[src/rtl/stack_push_pkg.sv]
package stack_push_pkg;
  localparam int NREG   = 8;
  localparam int DATA_W = 64;
  localparam int ADDR_W = 64;
  localparam int SP_IDX = 4;

  localparam logic [1:0] SRC_REG = 2'd0;
  localparam logic [1:0] SRC_IMM8 = 2'd1;
  localparam logic [1:0] SRC_IMM32 = 2'd2;
  localparam logic [1:0] SRC_SEG = 2'd3;

  typedef struct packed {
    logic load;
    logic advance;
    logic finish;
    logic reject;
  } seqStrobeT;
endpackage

[src/rtl/stack_push_ctrl.sv]
module stack_push_ctrl
  import stack_push_pkg::*;
#(
  parameter int NUM_REGS = NREG,
  localparam int CNT_W = $clog2(NUM_REGS)
) (
  input  logic             clk,
  input  logic             rstN,
  input  logic             start,
  input  logic             allRegs,
  input  logic [1:0]       srcSel,
  input  logic             longMode,
  input  logic             wrReady,
  output logic             wrValid,
  output logic             done,
  output logic             badOp,
  output logic [CNT_W-1:0] slot,
  output seqStrobeT        strobe
);
  typedef enum logic [1:0] {ST_IDLE, ST_BUSY, ST_FIN} stateT;

  stateT state, stateNext;
  logic [CNT_W-1:0] cnt;
  logic allQ;
  logic badQ;
  logic illegal;
  logic lastSlot;
  logic accept;

  assign illegal  = longMode && (allRegs || srcSel == SRC_SEG);
  assign wrValid  = (state == ST_BUSY);
  assign accept   = wrValid && wrReady;
  assign lastSlot = allQ ? (cnt == CNT_W'(NUM_REGS - 1)) : 1'b1;
  assign slot     = cnt;
  assign done     = (state == ST_FIN);
  assign badOp    = done && badQ;

  always_comb begin
    strobe    = '0;
    stateNext = state;
    unique case (state)
      ST_IDLE: begin
        if (start) begin
          if (illegal) begin
            strobe.reject = 1'b1;
            stateNext = ST_FIN;
          end else begin
            strobe.load = 1'b1;
            stateNext = ST_BUSY;
          end
        end
      end
      ST_BUSY: begin
        if (accept) begin
          if (lastSlot) begin
            strobe.finish = 1'b1;
            stateNext = ST_FIN;
          end else begin
            strobe.advance = 1'b1;
          end
        end
      end
      default: stateNext = ST_IDLE;
    endcase
  end

  always_ff @(posedge clk) begin
    if (!rstN) begin
      state <= ST_IDLE;
      cnt   <= '0;
      allQ  <= 1'b0;
      badQ  <= 1'b0;
    end else begin
      state <= stateNext;
      if (strobe.load) begin
        cnt  <= '0;
        allQ <= allRegs;
        badQ <= 1'b0;
      end else if (strobe.advance) begin
        cnt <= cnt + 1'b1;
      end
      if (strobe.reject) badQ <= 1'b1;
    end
  end

  // completion pulse never lasts two cycles
  a_r9_done_single: assert property (@(posedge clk) disable iff (!rstN)
    done |=> !done);
  // the invalid flag appears only with completion
  a_r7_bad_with_done: assert property (@(posedge clk) disable iff (!rstN)
    badOp |-> done);
  // a stalled request stays valid
  a_r8_hold_valid: assert property (@(posedge clk) disable iff (!rstN)
    (wrValid && !wrReady) |=> wrValid);
  // no write request accompanies a completion
  a_r7_no_write_at_done: assert property (@(posedge clk) disable iff (!rstN)
    done |-> !wrValid);
endmodule

[src/rtl/stack_push_dp.sv]
module stack_push_dp
  import stack_push_pkg::*;
#(
  parameter int NUM_REGS = NREG,
  parameter int DW = DATA_W,
  parameter int AW = ADDR_W,
  parameter int SP_SLOT = SP_IDX,
  localparam int CNT_W = $clog2(NUM_REGS)
) (
  input  logic                  clk,
  input  logic                  rstN,
  input  seqStrobeT             strobe,
  input  logic [CNT_W-1:0]      slot,
  input  logic                  wrValid,
  input  logic                  wrReady,
  input  logic                  done,
  input  logic                  allRegs,
  input  logic [1:0]            srcSel,
  input  logic [2:0]            regIdx,
  input  logic [1:0]            sizeSel,
  input  logic                  longMode,
  input  logic [AW-1:0]         spIn,
  input  logic [NUM_REGS*DW-1:0] regFile,
  input  logic [31:0]           immIn,
  input  logic [15:0]           segSel,
  output logic [AW-1:0]         wrAddr,
  output logic [DW-1:0]         wrData,
  output logic [3:0]            wrBytes,
  output logic [AW-1:0]         spOut
);
  logic [DW-1:0]    regsQ [NUM_REGS];
  logic [AW-1:0]    spOrig;
  logic [AW-1:0]    ptr;
  logic [AW-1:0]    spOutQ;
  logic [31:0]      immQ;
  logic [15:0]      segQ;
  logic [1:0]       srcQ;
  logic             allQ;
  logic [CNT_W-1:0] idxQ;
  logic [3:0]       sizeQ;
  logic [3:0]       sizeNew;
  logic [CNT_W-1:0] curIdx;
  logic [DW-1:0]    regVal;
  logic [DW-1:0]    rawVal;

  // operand width in bytes at the request
  always_comb begin
    if (longMode && !allRegs) sizeNew = 4'd8;
    else if (sizeSel == 2'd0)  sizeNew = 4'd2;
    else                       sizeNew = 4'd4;
  end

  function automatic logic [DW-1:0] fitWidth(input logic [DW-1:0] v,
                                             input logic [3:0] nb);
    logic [DW-1:0] m;
    case (nb)
      4'd2:    m = DW'({16{1'b1}});
      4'd4:    m = DW'({32{1'b1}});
      default: m = '1;
    endcase
    return v & m;
  endfunction

  generate
    for (genvar g = 0; g < NUM_REGS; g++) begin : g_snap
      always_ff @(posedge clk) begin
        if (!rstN) regsQ[g] <= '0;
        else if (strobe.load) regsQ[g] <= regFile[g*DW +: DW];
      end
    end
  endgenerate

  always_ff @(posedge clk) begin
    if (!rstN) begin
      spOrig <= '0;
      ptr    <= '0;
      spOutQ <= '0;
      immQ   <= '0;
      segQ   <= '0;
      srcQ   <= SRC_REG;
      allQ   <= 1'b0;
      idxQ   <= '0;
      sizeQ  <= 4'd2;
    end else begin
      if (strobe.load) begin
        spOrig <= spIn;
        ptr    <= spIn - AW'(sizeNew);
        immQ   <= immIn;
        segQ   <= segSel;
        srcQ   <= srcSel;
        allQ   <= allRegs;
        idxQ   <= CNT_W'(regIdx);
        sizeQ  <= sizeNew;
      end else if (strobe.advance) begin
        ptr <= ptr - AW'(sizeQ);
      end
      if (strobe.finish) spOutQ <= ptr;
      else if (strobe.reject) spOutQ <= spIn;
    end
  end

  assign curIdx = allQ ? slot : idxQ;
  assign regVal = (curIdx == CNT_W'(SP_SLOT)) ? DW'(spOrig) : regsQ[curIdx];

  always_comb begin
    if (allQ) begin
      rawVal = regVal;
    end else begin
      unique case (srcQ)
        SRC_REG:   rawVal = regVal;
        SRC_IMM8:  rawVal = {{(DW-8){immQ[7]}}, immQ[7:0]};
        SRC_IMM32: rawVal = {{(DW-32){immQ[31]}}, immQ};
        default:   rawVal = DW'(segQ);
      endcase
    end
  end

  assign wrData  = fitWidth(rawVal, sizeQ);
  assign wrAddr  = ptr;
  assign wrBytes = sizeQ;
  assign spOut   = spOutQ;

  // payload held during a stall
  a_r8_stable_payload: assert property (@(posedge clk) disable iff (!rstN)
    (wrValid && !wrReady) |=> ($stable(wrAddr) && $stable(wrData) && $stable(wrBytes)));
  // consecutive writes of one push step down by the width
  a_r6_addr_step: assert property (@(posedge clk) disable iff (!rstN)
    (wrValid && wrReady) |=> (!wrValid || wrAddr == $past(wrAddr) - AW'(wrBytes)));
  // the width is a single power of two
  a_r3_one_size: assert property (@(posedge clk) disable iff (!rstN)
    wrValid |-> ($countones(wrBytes) == 1 && wrBytes >= 4'd2));
  // stack pointer result moves only at completion
  a_r10_sp_at_done: assert property (@(posedge clk) disable iff (!rstN)
    !$stable(spOut) |-> done);
endmodule

[src/rtl/stack_push_seq.sv]
module stack_push_seq
  import stack_push_pkg::*;
#(
  parameter int NUM_REGS = NREG,
  parameter int DW = DATA_W,
  parameter int AW = ADDR_W
) (
  input  logic                   clk,
  input  logic                   rstN,
  input  logic                   start,
  input  logic                   allRegs,
  input  logic [1:0]             srcSel,
  input  logic [2:0]             regIdx,
  input  logic [1:0]             sizeSel,
  input  logic                   longMode,
  input  logic [AW-1:0]          spIn,
  input  logic [NUM_REGS*DW-1:0] regFile,
  input  logic [31:0]            immIn,
  input  logic [15:0]            segSel,
  output logic                   wrValid,
  input  logic                   wrReady,
  output logic [AW-1:0]          wrAddr,
  output logic [DW-1:0]          wrData,
  output logic [3:0]             wrBytes,
  output logic [AW-1:0]          spOut,
  output logic                   done,
  output logic                   badOp
);
  localparam int CNT_W = $clog2(NUM_REGS);

  seqStrobeT strobe;
  logic [CNT_W-1:0] slot;

  stack_push_ctrl #(.NUM_REGS(NUM_REGS)) u_ctrl (
    .clk(clk), .rstN(rstN), .start(start), .allRegs(allRegs),
    .srcSel(srcSel), .longMode(longMode), .wrReady(wrReady),
    .wrValid(wrValid), .done(done), .badOp(badOp), .slot(slot),
    .strobe(strobe)
  );

  stack_push_dp #(.NUM_REGS(NUM_REGS), .DW(DW), .AW(AW)) u_dp (
    .clk(clk), .rstN(rstN), .strobe(strobe), .slot(slot),
    .wrValid(wrValid), .wrReady(wrReady), .done(done),
    .allRegs(allRegs), .srcSel(srcSel), .regIdx(regIdx),
    .sizeSel(sizeSel), .longMode(longMode), .spIn(spIn),
    .regFile(regFile), .immIn(immIn), .segSel(segSel),
    .wrAddr(wrAddr), .wrData(wrData), .wrBytes(wrBytes), .spOut(spOut)
  );
endmodule

[config.mk]
export PLATFORM = sky130hd
export DESIGN_NAME = stack_push_seq
export DESIGN_NICKNAME = d
export VERILOG_FILES = /design/src/rtl/stack_push_pkg.sv /design/src/rtl/stack_push_ctrl.sv /design/src/rtl/stack_push_dp.sv /design/src/rtl/stack_push_seq.sv
export SDC_FILE = /design/constraint.sdc
export NUM_CORES = 1
export LEC_CHECK = 0
export BUFFER_PORTS_ARGS = -buffer_cell sky130_fd_sc_hd__buf_2
export CORE_AREA = 2 2 321 323
export CTS_BUF_LIST = sky130_fd_sc_hd__clkbuf_16
export CTS_CLUSTER_DIAMETER = 120
export CTS_CLUSTER_SIZE = 30
export DETAILED_ROUTE_END_ITERATION = 8
export DIE_AREA = 0 0 323 325
export PLACE_DENSITY_LB_ADDON = 0.05
export SLEW_MARGIN = 0
export SYNTH_ARGS = -nofsm -noshare
export SYNTH_HDL_FRONTEND = slang
export SYNTH_SLANG_ARGS = --single-unit
[constraint.sdc]
create_clock -name clk -period 18.2 [get_ports clk]
set_input_delay 4.55 -clock clk [delete_from_list [all_inputs] [get_ports clk]]
set_output_delay 4.55 -clock clk [all_outputs]
set_load 0.05 [all_outputs]
# Word level (Yosys, flattened, before mapping)

Memories as Yosys holds them, arrays and structs flattened.
Cells that the tools add are included.

Bits of input ports: 637
Bits in registers: 256
Memories: 1
Output and inout bits: 199
RAM bits: 512
Logic and storage cells: 93

Memories:

| name       | words | width | rd ports | clocked after memory_dff | wr ports | RTL line            | RTL |
|---|---|---|---|---|---|---|---|
| u_dp.regsQ | 8     | 64    | 1        | 0                        | 8        | stack_push_dp.sv:31 | `logic [DW-1:0] regsQ [NUM_REGS];` |

Bitwise gates (word level): 10
$add $sub $neg: 3
Reduce and logical (&&, ||, !) cells: 14
Muxes and demuxes: 41
Equality and inequality tests: 12

Operator list:

| operator                                      | number |
|---|---|
| two-way mux 64 bit                            | 14 |
| case mux 64 bit (3 select lines)              | 1 |
| case mux 64 bit (2 select lines)              | 1 |
| subtractor 64 x 4 -> 64 bit                   | 2 |
| bitwise AND 64 bit                            | 1 |
| two-way mux 1 bit                             | 15 |
| two-way mux 2 bit                             | 6 |
| bitwise OR 1 bit                              | 8 |
| == test 2 bit, second input constant          | 3 |
| == test 3 bit, second input constant          | 2 |
| zero test 2 bit                               | 3 |
| two-way mux 3 bit                             | 2 |
| inequality test 2 bit, second input constant  | 3 |
| nonzero test 2 bit                            | 3 |
| == test 2 x 1 -> 1 bit, second input constant | 2 |
| == test 4 x 2 -> 1 bit, second input constant | 1 |
| == test 4 x 3 -> 1 bit, second input constant | 1 |
| logical AND 1 bit                             | 4 |
| two-way mux 4 bit                             | 1 |
| case mux 2 bit (2 select lines)               | 1 |
| adder 3 x 1 -> 3 bit, second input constant   | 1 |
| AND reduction 3 bit                           | 1 |
| OR reduction 2 bit                            | 1 |
| zero test 1 bit                               | 1 |
| other kinds (2)                               | 2 |

# Logic depth before layout (Yosys ltp)

Gate-level depths: netlist (run 1).

Depth after elaboration: 10
Depth in mapped cells: 12
Gate-level depth less buffers: 11

# Hierarchy

A second synthesis (run 1) with hierarchy kept.

Cell total of the unflattened synthesis: 2810
Area, all modules: 33347.0 sq um

By module, submodules not included:

| module          | seq. area each (sq um) | cells each | area an instance (sq um) | times used |
|---|---|---|---|---|
| stack_push_dp   | 18437.7                | 2766       | 32935.3                  | 1 |
| stack_push_ctrl | 140.1                  | 44         | 411.6                    | 1 |

# Worst setup path before layout (run 1)

Ideal clock, no wire load.

Kind: input to register
Start point: input start
End point: memory u_dp.regsQ[0][0] in the netlist's numbering, enable pin
Arrival: 17.494 ns
Library setup time: 0.987 ns
Path buffers: 1
Required time: 17.213 ns
Cell stages on the path: 4
Setup slack: -0.280 ns
Path through: nor3b_1 -> o21ai_1 -> nand2_1 -> clkbuf_1

RTL lines:

| what            | RTL line             | RTL |
|---|---|---|
| start, declared | stack_push_seq.sv:10 | `input logic start,` |
| end, declared   | stack_push_dp.sv:31  |  |

==> results of run 1 <==
state kept, by name (all words and copies together), names as in the netlist:
register / count
u_dp.segQ: 16
u_dp.regsQ: 448
u_dp.idxQ: 3
u_dp.spOut: 64
u_dp.wrAddr: 64
u_dp.srcQ: 2
u_dp.spOrig: 64
u_ctrl.allQ: 1
u_dp.immQ: 32
u_dp.wrBytes: 3
u_ctrl.badQ: 1
u_ctrl.state: 2
u_ctrl.slot: 3
cell type report:
type	instances	area share (%)
diodes	33	0.207
clock buffers	32	2.01
clock inverters	15	0.361
inverters	11	0.123
multi-input cells	2056	35.8
flip-flops and latches	703	46.6
well taps	1368	4.30
repair buffers	808	10.5
Yosys cell counts, types with 45 or more instances:
cell type and number:
a211oi_1 85, a21oi_1 209, and3_1 452, clkbuf_1 244
dfxtp_1 255, edfxtp_1 448, mux2i_1 103, mux4_2 115
nand2_1 391, nor2_1 152, nor3_1 47, xnor2_1 50
xor2_1 45
tightest hold or removal path: cells and delay by family, from the launching register on:
family | cells | cell delay [ns]
flip-flops | 1 | 0.33
AO/OA/AOI/OAI | 1 | 0.05
AND/OR/NAND/NOR | 1 | 0.05
stage by stage:
stage / setup slack (ns) / total power, mW / utilization, % / instance area [um2] / hold WS (ns)
4_1_cts: 9.10 / 3.60 / 39.2 / 39700 / 0.464
5_1_grt: 8.92 / 3.70 / 39.3 / 39800 / 0.478
3_3_place_gp: 9.87 / 2.70 / 38.3 / 38800 / 0.439
3_5_place_dp: 9.86 / 2.72 / 38.3 / 38800 / 0.447
6_report: 9.23 / 3.56 / 39.3 / 39800 / 0.464
2_1_floorplan: 6.59 / 2.44 / - / 33900 / 0.432
power by group through the flow:
| stage | clock network (mW) | registers, mW | logic [mW] |
|---|---|---|---|
| detailed placement | 0 | 1.94 | 0.773 |
| finish | 0.885 | 1.91 | 0.771 |
| global route | 0.959 | 1.92 | 0.825 |
| floorplan | 0 | 2.02 | 0.421 |
| CTS | 0.915 | 1.91 | 0.775 |
| global placement | 0 | 1.94 | 0.769 |
worst paths after layout:
kind / from / endpoint / cells after the start
worst max-delay path: u_ctrl.allQ$_SDFFE_PN0P_ / wrData[19] / 8
worst min-delay path: u_dp.immQ[12]$_SDFFE_PN0P_ / u_dp.immQ[12]$_SDFFE_PN0P_ / 2
worst max register to register: u_ctrl.state[1]$_SDFFE_PN0P_ / u_dp.regsQ[1][50]$_SDFFCE_PN0P_ / 5
worst min register to register: u_dp.immQ[12]$_SDFFE_PN0P_ / u_dp.immQ[12]$_SDFFE_PN0P_ / 2
routing by layer:
metal	track usage, %	up-vias
met5	0	-
met4	6.37	58
met3	4.72	228
met2	39.5	1037
met1	33.4	13300
li1	-	12500
cells by family (layout without fill, tap and decap cells):
logic type / after synthesis / count (layout) / share of synthesized area (%)
mux: 226 / 226 / 11.0
simple gates: 1268 / 1268 / 19.6
fa+ha+maj: 10 / 10 / 0.414
flops: 703 / 703 / 54.8
compound gates: 456 / 456 / 8.37
xor+xnor: 95 / 95 / 2.46
buf+inv: 291 / 866 / 3.33
other cells: 1 / 34 / 0.0111
==> key figures, run 1 <==
STA
  – Max transition margin: 5.61%
  – Max-slew violations: 0
  – Final setup vio count: 0
  – Final hold violation count: 0
  – Post-route clock period utilization: 49.3%
  – Final setup skew: 0.0272 ns
  – Max Freq: 111 MHz
  – Worst Tran Pin Value: 1.42 ns
  – Crit path time final: 8.97 ns
  – RSZ-0062 raised after global routing: no
  – Setup TNS: 0 ns

Detailed routing
  – Vias: 27100
  – DR DRC count: 0
  – Routed wl met2: 62.3 mm
  – Wire length on met1: 57.8 mm
  – Post-DR wirelength/cell: 26.6 um
  – DRT Pass-1 Iters: 5
  – Routed wire length: 134 mm
  – Via density per instance: 5.40
  – Max layer used: met5
  – ANT nets after route: 0
  – DRT iter0 DRCs: 2243
  – DR WL met3: 9.20 mm

CTS
  – Post_cts resized: 0
  – Hold buffer count at CTS: 0
  – CTS tree: yes
  – Maximum root-to-sink buffer count: 3
  – CTS sink count: 703
  – Post-CTS setup buffers: 0
  – Clk slew on worst S/H paths: 0.12 ns
  – Htree depth: 1
  – Num CTS Buffers: 30
  – CTS Root Buffer Type: clkbuf_16
  – Clk_lat worst skew: 0.67 ns

Place
  – Post-DP HPWL: 96.5 mm
  – IO Port Bufs: 770
  – DP Cell Count: 4946
  – Placer Congestion: 0.913

Power and ir drop
  – Sequential share of power: 53.5%
  – Sw Ratio: 32.2%
  – NetSw: 1.15 mW
  – Power per cell area: 89.5 nW/um2
  – Leak: 17.2 nW
  – Clock network power share: 24.8%
  – Maximum vdd drop: 0.0000641 V
  – Int Power: 2.41 mW
  – Comb power frac: 21.6%

Logic synthesis
  – Post-Syn Instances: 3050
  – Cell taking the most area after synthesis: edfxtp_1
  – Yosys warning count: 0
  – Netlist cell types: 70
  – Yosys reg bits: 703
  – Seq/Total Area, Yosys: 54.8%
  – Syn Nets: 3697
  – Syn Std Cell Area: 33900 um2
  – FFs w/ async S/R, synth: 0%
  – Number of flops mapped to enable cells by yosys: 448
  – Top area cells in the synthesized netlist: edfxtp_1, dfxtp_1, and3_1, mux4_2, nand2_1
  – Main synth FF type: edfxtp_1
  – Yosys top cell area share: 39.7%
  – Synth Area per Inst: 11.1 um2

Global route
  – First-pass GRT wire length: 189 mm
  – Largest net degree at the start of global routing: 258
  – Initial antenna violation count: 88
  – Vias in the first global route: 26600
  – Gr usage total: 24.4%
  – Grt total ovfl: 0

Worst setup path
  – Worst setup EP type: output pin
  – Slowest stage delay, CP: 0.69 ns
  – Crit Path Max Fanout: 44
  – Crit start category: flop
  – R2r setup slk: 14.20 ns
  – Worst Path Required: 13.65 ns
  – CP top delay family: multiplexers
  – Crit-path cells: mux2i_4 > buf_4 > buf_4 > mux4_2 > mux2i_1 > o22ai_1 > and2_1 > buf_2
  – CP Class: flop to output pin
  – Slowest CP cell: mux2i_4
  – CP Data Arrival Time: 4.42 ns
  – CP bufs+invs: 3
  – CP dominant cell by count: buf_4

Floorplanning
  – Initial Util: 33.4%
  – Width of the die: 323 um
  – CORE AREA: 101000 um2
  – Height of the die: 325 um
  – Die area: 105000 um2
  – IO Pins: 836
  – Rows: 117

Worst hold path
  – Hold crit path type: flop to flop

Layout
  – Finished Layout Cells: 5026
  – Commonest non-fill, non-tap cell in the layout: buf_2
  – Filler instances: 10100
  – Layout cell share with drive strength beyond 1: 27.9%
  – Area growth, synth to finish: 17.6%
  – Nets: 4257
  – FF+latch area: 18600 um2
  – Area occupied by multi-input gates: 14300 um2
  – Most frequent cells in the layout: buf_2, and3_1, edfxtp_1

Run
  – Max Cap Viol: 0

Outcome
  – Outcome: complete, no violations
Note: power is estimated with default switching activity, not from simulation.
==> run 2: changes to the inputs <==
==> constraint.sdc (replaced) <==
create_clock -name clk -period 9.29 [get_ports clk]
set_input_delay 2.3225 -clock clk [delete_from_list [all_inputs] [get_ports clk]]
set_output_delay 2.3225 -clock clk [all_outputs]
set_load 0.05 [all_outputs]
==> key figures, run 2 (synthesis gave the netlist of run 1 again) <==
Worst setup path
  – CP endpoint: wrData[19] (unchanged)
  – CP Data Arrival Time: 4.64 ns (was 4.42 ns)
  – Worst Setup SP: u_ctrl.allQ$_SDFFE_PN0P_ (unchanged)
  – Reg2reg end: u_dp.spOut[61]$_SDFFE_PN0P_ (was u_dp.regsQ[1][50]$_SDFFCE_PN0P_)
  – Slowest CP cell: buf_4 (was mux2i_4)
  – Reg2Reg Depth: 8 (was 5)
  – Stages on worst setup path: 9 (was 8)
  – Reg2reg start: u_ctrl.allQ$_SDFFE_PN0P_ (was u_ctrl.state[1]$_SDFFE_PN0P_)
  – Crit start category: flop (unchanged)
  – Crit-path cells: buf_4 > mux2i_4 > buf_4 > buf_4 > mux4_2 > mux2i_1 > o22ai_1 > and2_1 > buf_2 (was mux2i_4 > buf_4 > buf_4 > mux4_2 > mux2i_1 > o22ai_1 > and2_1 > buf_2)
  – Slowest stage delay, CP: 0.75 ns (was 0.69 ns)
  – CP bufs+invs: 4 (was 3)
  – Crit Path Max Fanout: 54 (was 44)
  – CP Class: flop to output pin (unchanged)
  – R2r setup slk: 5.49 ns (was 14.20 ns)
  – Worst setup EP type: output pin (unchanged)
  – Worst Path Required: 6.97 ns (was 13.65 ns)
  – CP dominant cell by count: buf_4 (unchanged)
  – CP top delay family: buffers and inverters (was multiplexers)

Place
  – Placer Congestion: 0.912 (was 0.913)
  – DP Worst Slack: 2.95 ns (was 9.86 ns)
  – Post-DP Area: 38800 um2 (about the same)
  – Post-DP HPWL: 96.4 mm (was 96.5 mm)
  – IO Port Bufs: 770 (unchanged)

Layout
  – Area occupied by multi-input gates: 14300 um2 (unchanged)
  – Filler instances: 10200 (was 10100)
  – Commonest non-fill, non-tap cell in the layout: buf_2 (unchanged)
  – Layout cell share with drive strength beyond 1: 27.8% (was 27.9%)
  – Area growth, synth to finish: 17.7% (was 17.6%)
  – Register bank with the most flops: u_dp.regsQ (unchanged)
  – Fin area: 39900 um2 (was 39800 um2)
  – Nets: 4254 (was 4257)
  – Most frequent cells in the layout: buf_2, and3_1, edfxtp_1 (unchanged)
  – FF+latch area: 18600 um2 (unchanged)
  – Max reg flops: 448 (unchanged)

CTS
  – Maximum root-to-sink buffer count: 3 (unchanged)
  – Clk_lat worst skew: 0.67 ns (about the same)
  – Hold buffer count at CTS: 0 (unchanged)
  – Post-CTS setup buffers: 0 (unchanged)
  – Post_cts resized: 0 (unchanged)
  – CTS tree: yes (unchanged)
  – CTS sink count: 703 (unchanged)
  – CTS Root Buffer Type: clkbuf_16 (unchanged)
  – Clk slew on worst S/H paths: 0.12 ns (about the same)
  – Htree depth: 1 (unchanged)
  – Num CTS Buffers: 30 (unchanged)

STA
  – Setup TNS: 0 ns (unchanged)
  – RSZ-0062 raised after global routing: no (unchanged)
  – Post-route clock period utilization: 74.9%
  – Final setup vio count: 0 (unchanged)
  – Crit path time final: 6.96 ns
  – Max transition margin: 13.8% (was 5.61%)
  – Post-route worst setup slack: 2.33 ns (was 9.23 ns)
  – Max-slew violations: 0 (unchanged)
  – Final hold violation count: 0 (unchanged)
  – Final setup skew: 0.0258 ns (was 0.0272 ns)
  – Worst Tran Pin Value: 1.29 ns (was 1.42 ns)
  – Fin Hold WS: 0.463 ns (was 0.464 ns)
  – Max Freq: 144 MHz

Floorplanning
  – Die area: 105000 um2 (unchanged)
  – IO Pins: 836 (unchanged)
  – Width of the die: 323 um (unchanged)
  – Initial Util: 33.4% (unchanged)
  – CORE AREA: 101000 um2 (unchanged)
  – Rows: 117 (unchanged)
  – Height of the die: 325 um (unchanged)

Global route
  – First-pass GRT wire length: 189 mm (about the same)
  – Largest net degree at the start of global routing: 268 (was 258)
  – Initial antenna violation count: 81 (was 88)
  – Vias in the first global route: 26500 (was 26600)
  – Grt total ovfl: 0 (unchanged)
  – Gr usage total: 24.5% (was 24.4%)

Power and ir drop
  – Leak: 17.3 nW (was 17.2 nW)
  – Maximum vdd drop: 0.000125 V (was 0.0000641 V)
  – Total power: 7.04 mW (was 3.56 mW)
  – Power per cell area: 177 nW/um2 (was 89.5 nW/um2)

Detailed routing
  – ANT nets after route: 0 (unchanged)
  – Routed wire length: 134 mm (about the same)
  – Via density per instance: 5.41 (was 5.40)
  – DRT iter0 DRCs: 2435 (was 2243)
  – Vias: 27200 (was 27100)
  – DR DRC count: 0 (unchanged)
  – DRT Pass-1 Iters: 6 (was 5)
  – Post-DR wirelength/cell: 26.6 um (about the same)

Run
  – Max Cap Viol: 0 (unchanged)

Outcome
  – Outcome: complete, no violations (unchanged)

Worst hold path
  – Hold crit path type: flop to flop (unchanged)
run 2: tightest hold or removal path: cells and delay by family (launching register included):
| family | cells | cell delay, ns |
|---|---|---|
| flip-flops | 1 | 0.33 |
| AND/OR/NAND/NOR | 1 | 0.05 |
| AO/OA/AOI/OAI | 1 | 0.05 |
run 2: worst min path at each step:
| stage | start | end | slack [ns] | cells past startpoint |
|---|---|---|---|---|
| floorplan | u_ctrl.badQ$_SDFFE_PN0P_ | u_ctrl.badQ$_SDFFE_PN0P_ | 0.43 | 2 |
| global placement | u_dp.spOrig[33]$_SDFFE_PN0P_ | u_dp.spOrig[33]$_SDFFE_PN0P_ | 0.44 | 2 |
| detailed placement | u_dp.immQ[10]$_SDFFE_PN0P_ | u_dp.immQ[10]$_SDFFE_PN0P_ | 0.45 | 2 |
| CTS | u_dp.immQ[15]$_SDFFE_PN0P_ | u_dp.immQ[15]$_SDFFE_PN0P_ | 0.46 | 2 |
| global route | u_dp.spOrig[63]$_SDFFE_PN0P_ | u_dp.spOrig[63]$_SDFFE_PN0P_ | 0.48 | 2 |
| finish | u_dp.spOrig[28]$_SDFFE_PN0P_ | u_dp.spOrig[28]$_SDFFE_PN0P_ | 0.46 | 2 |
run 2: per-stage QoR:
step,utilization (%),std cells
global route,39.3,5020
CTS,39.3,4992
detailed placement,38.3,4943
finish,39.3,5026
global placement,38.3,4943
floorplan,-,3050
run 2: area by class of cell:
cell class	count	share of cell area [%]
Clock inverter	17	0.483
Timing Repair Buffer	805	10.5
Tap cell	1368	4.29
Sequential cell	703	46.6
Multi-Input combinational cell	2056	35.8
Inverter	11	0.122
Antenna cell	34	0.213
Clock buffer	32	2.01
run 2: where the power goes:
group	total, mW	switching, mW	internal (mW)
combinational	1.52	1.03	0.484
clock	1.79	1.08	0.707
sequential	3.73	0.136	3.59
total	7.04	2.25	4.78
run 2: layer usage:
metal / up-vias / track usage [%] / part of all wire [%]
met1: 13400 / 34.1 / 44
met5: - / 0 / 0.22
met2: 1016 / 38.8 / 46
met4: 46 / 7.47 / 3.2
li1: 12500 / - / -
met3: 232 / 4.42 / 6.3
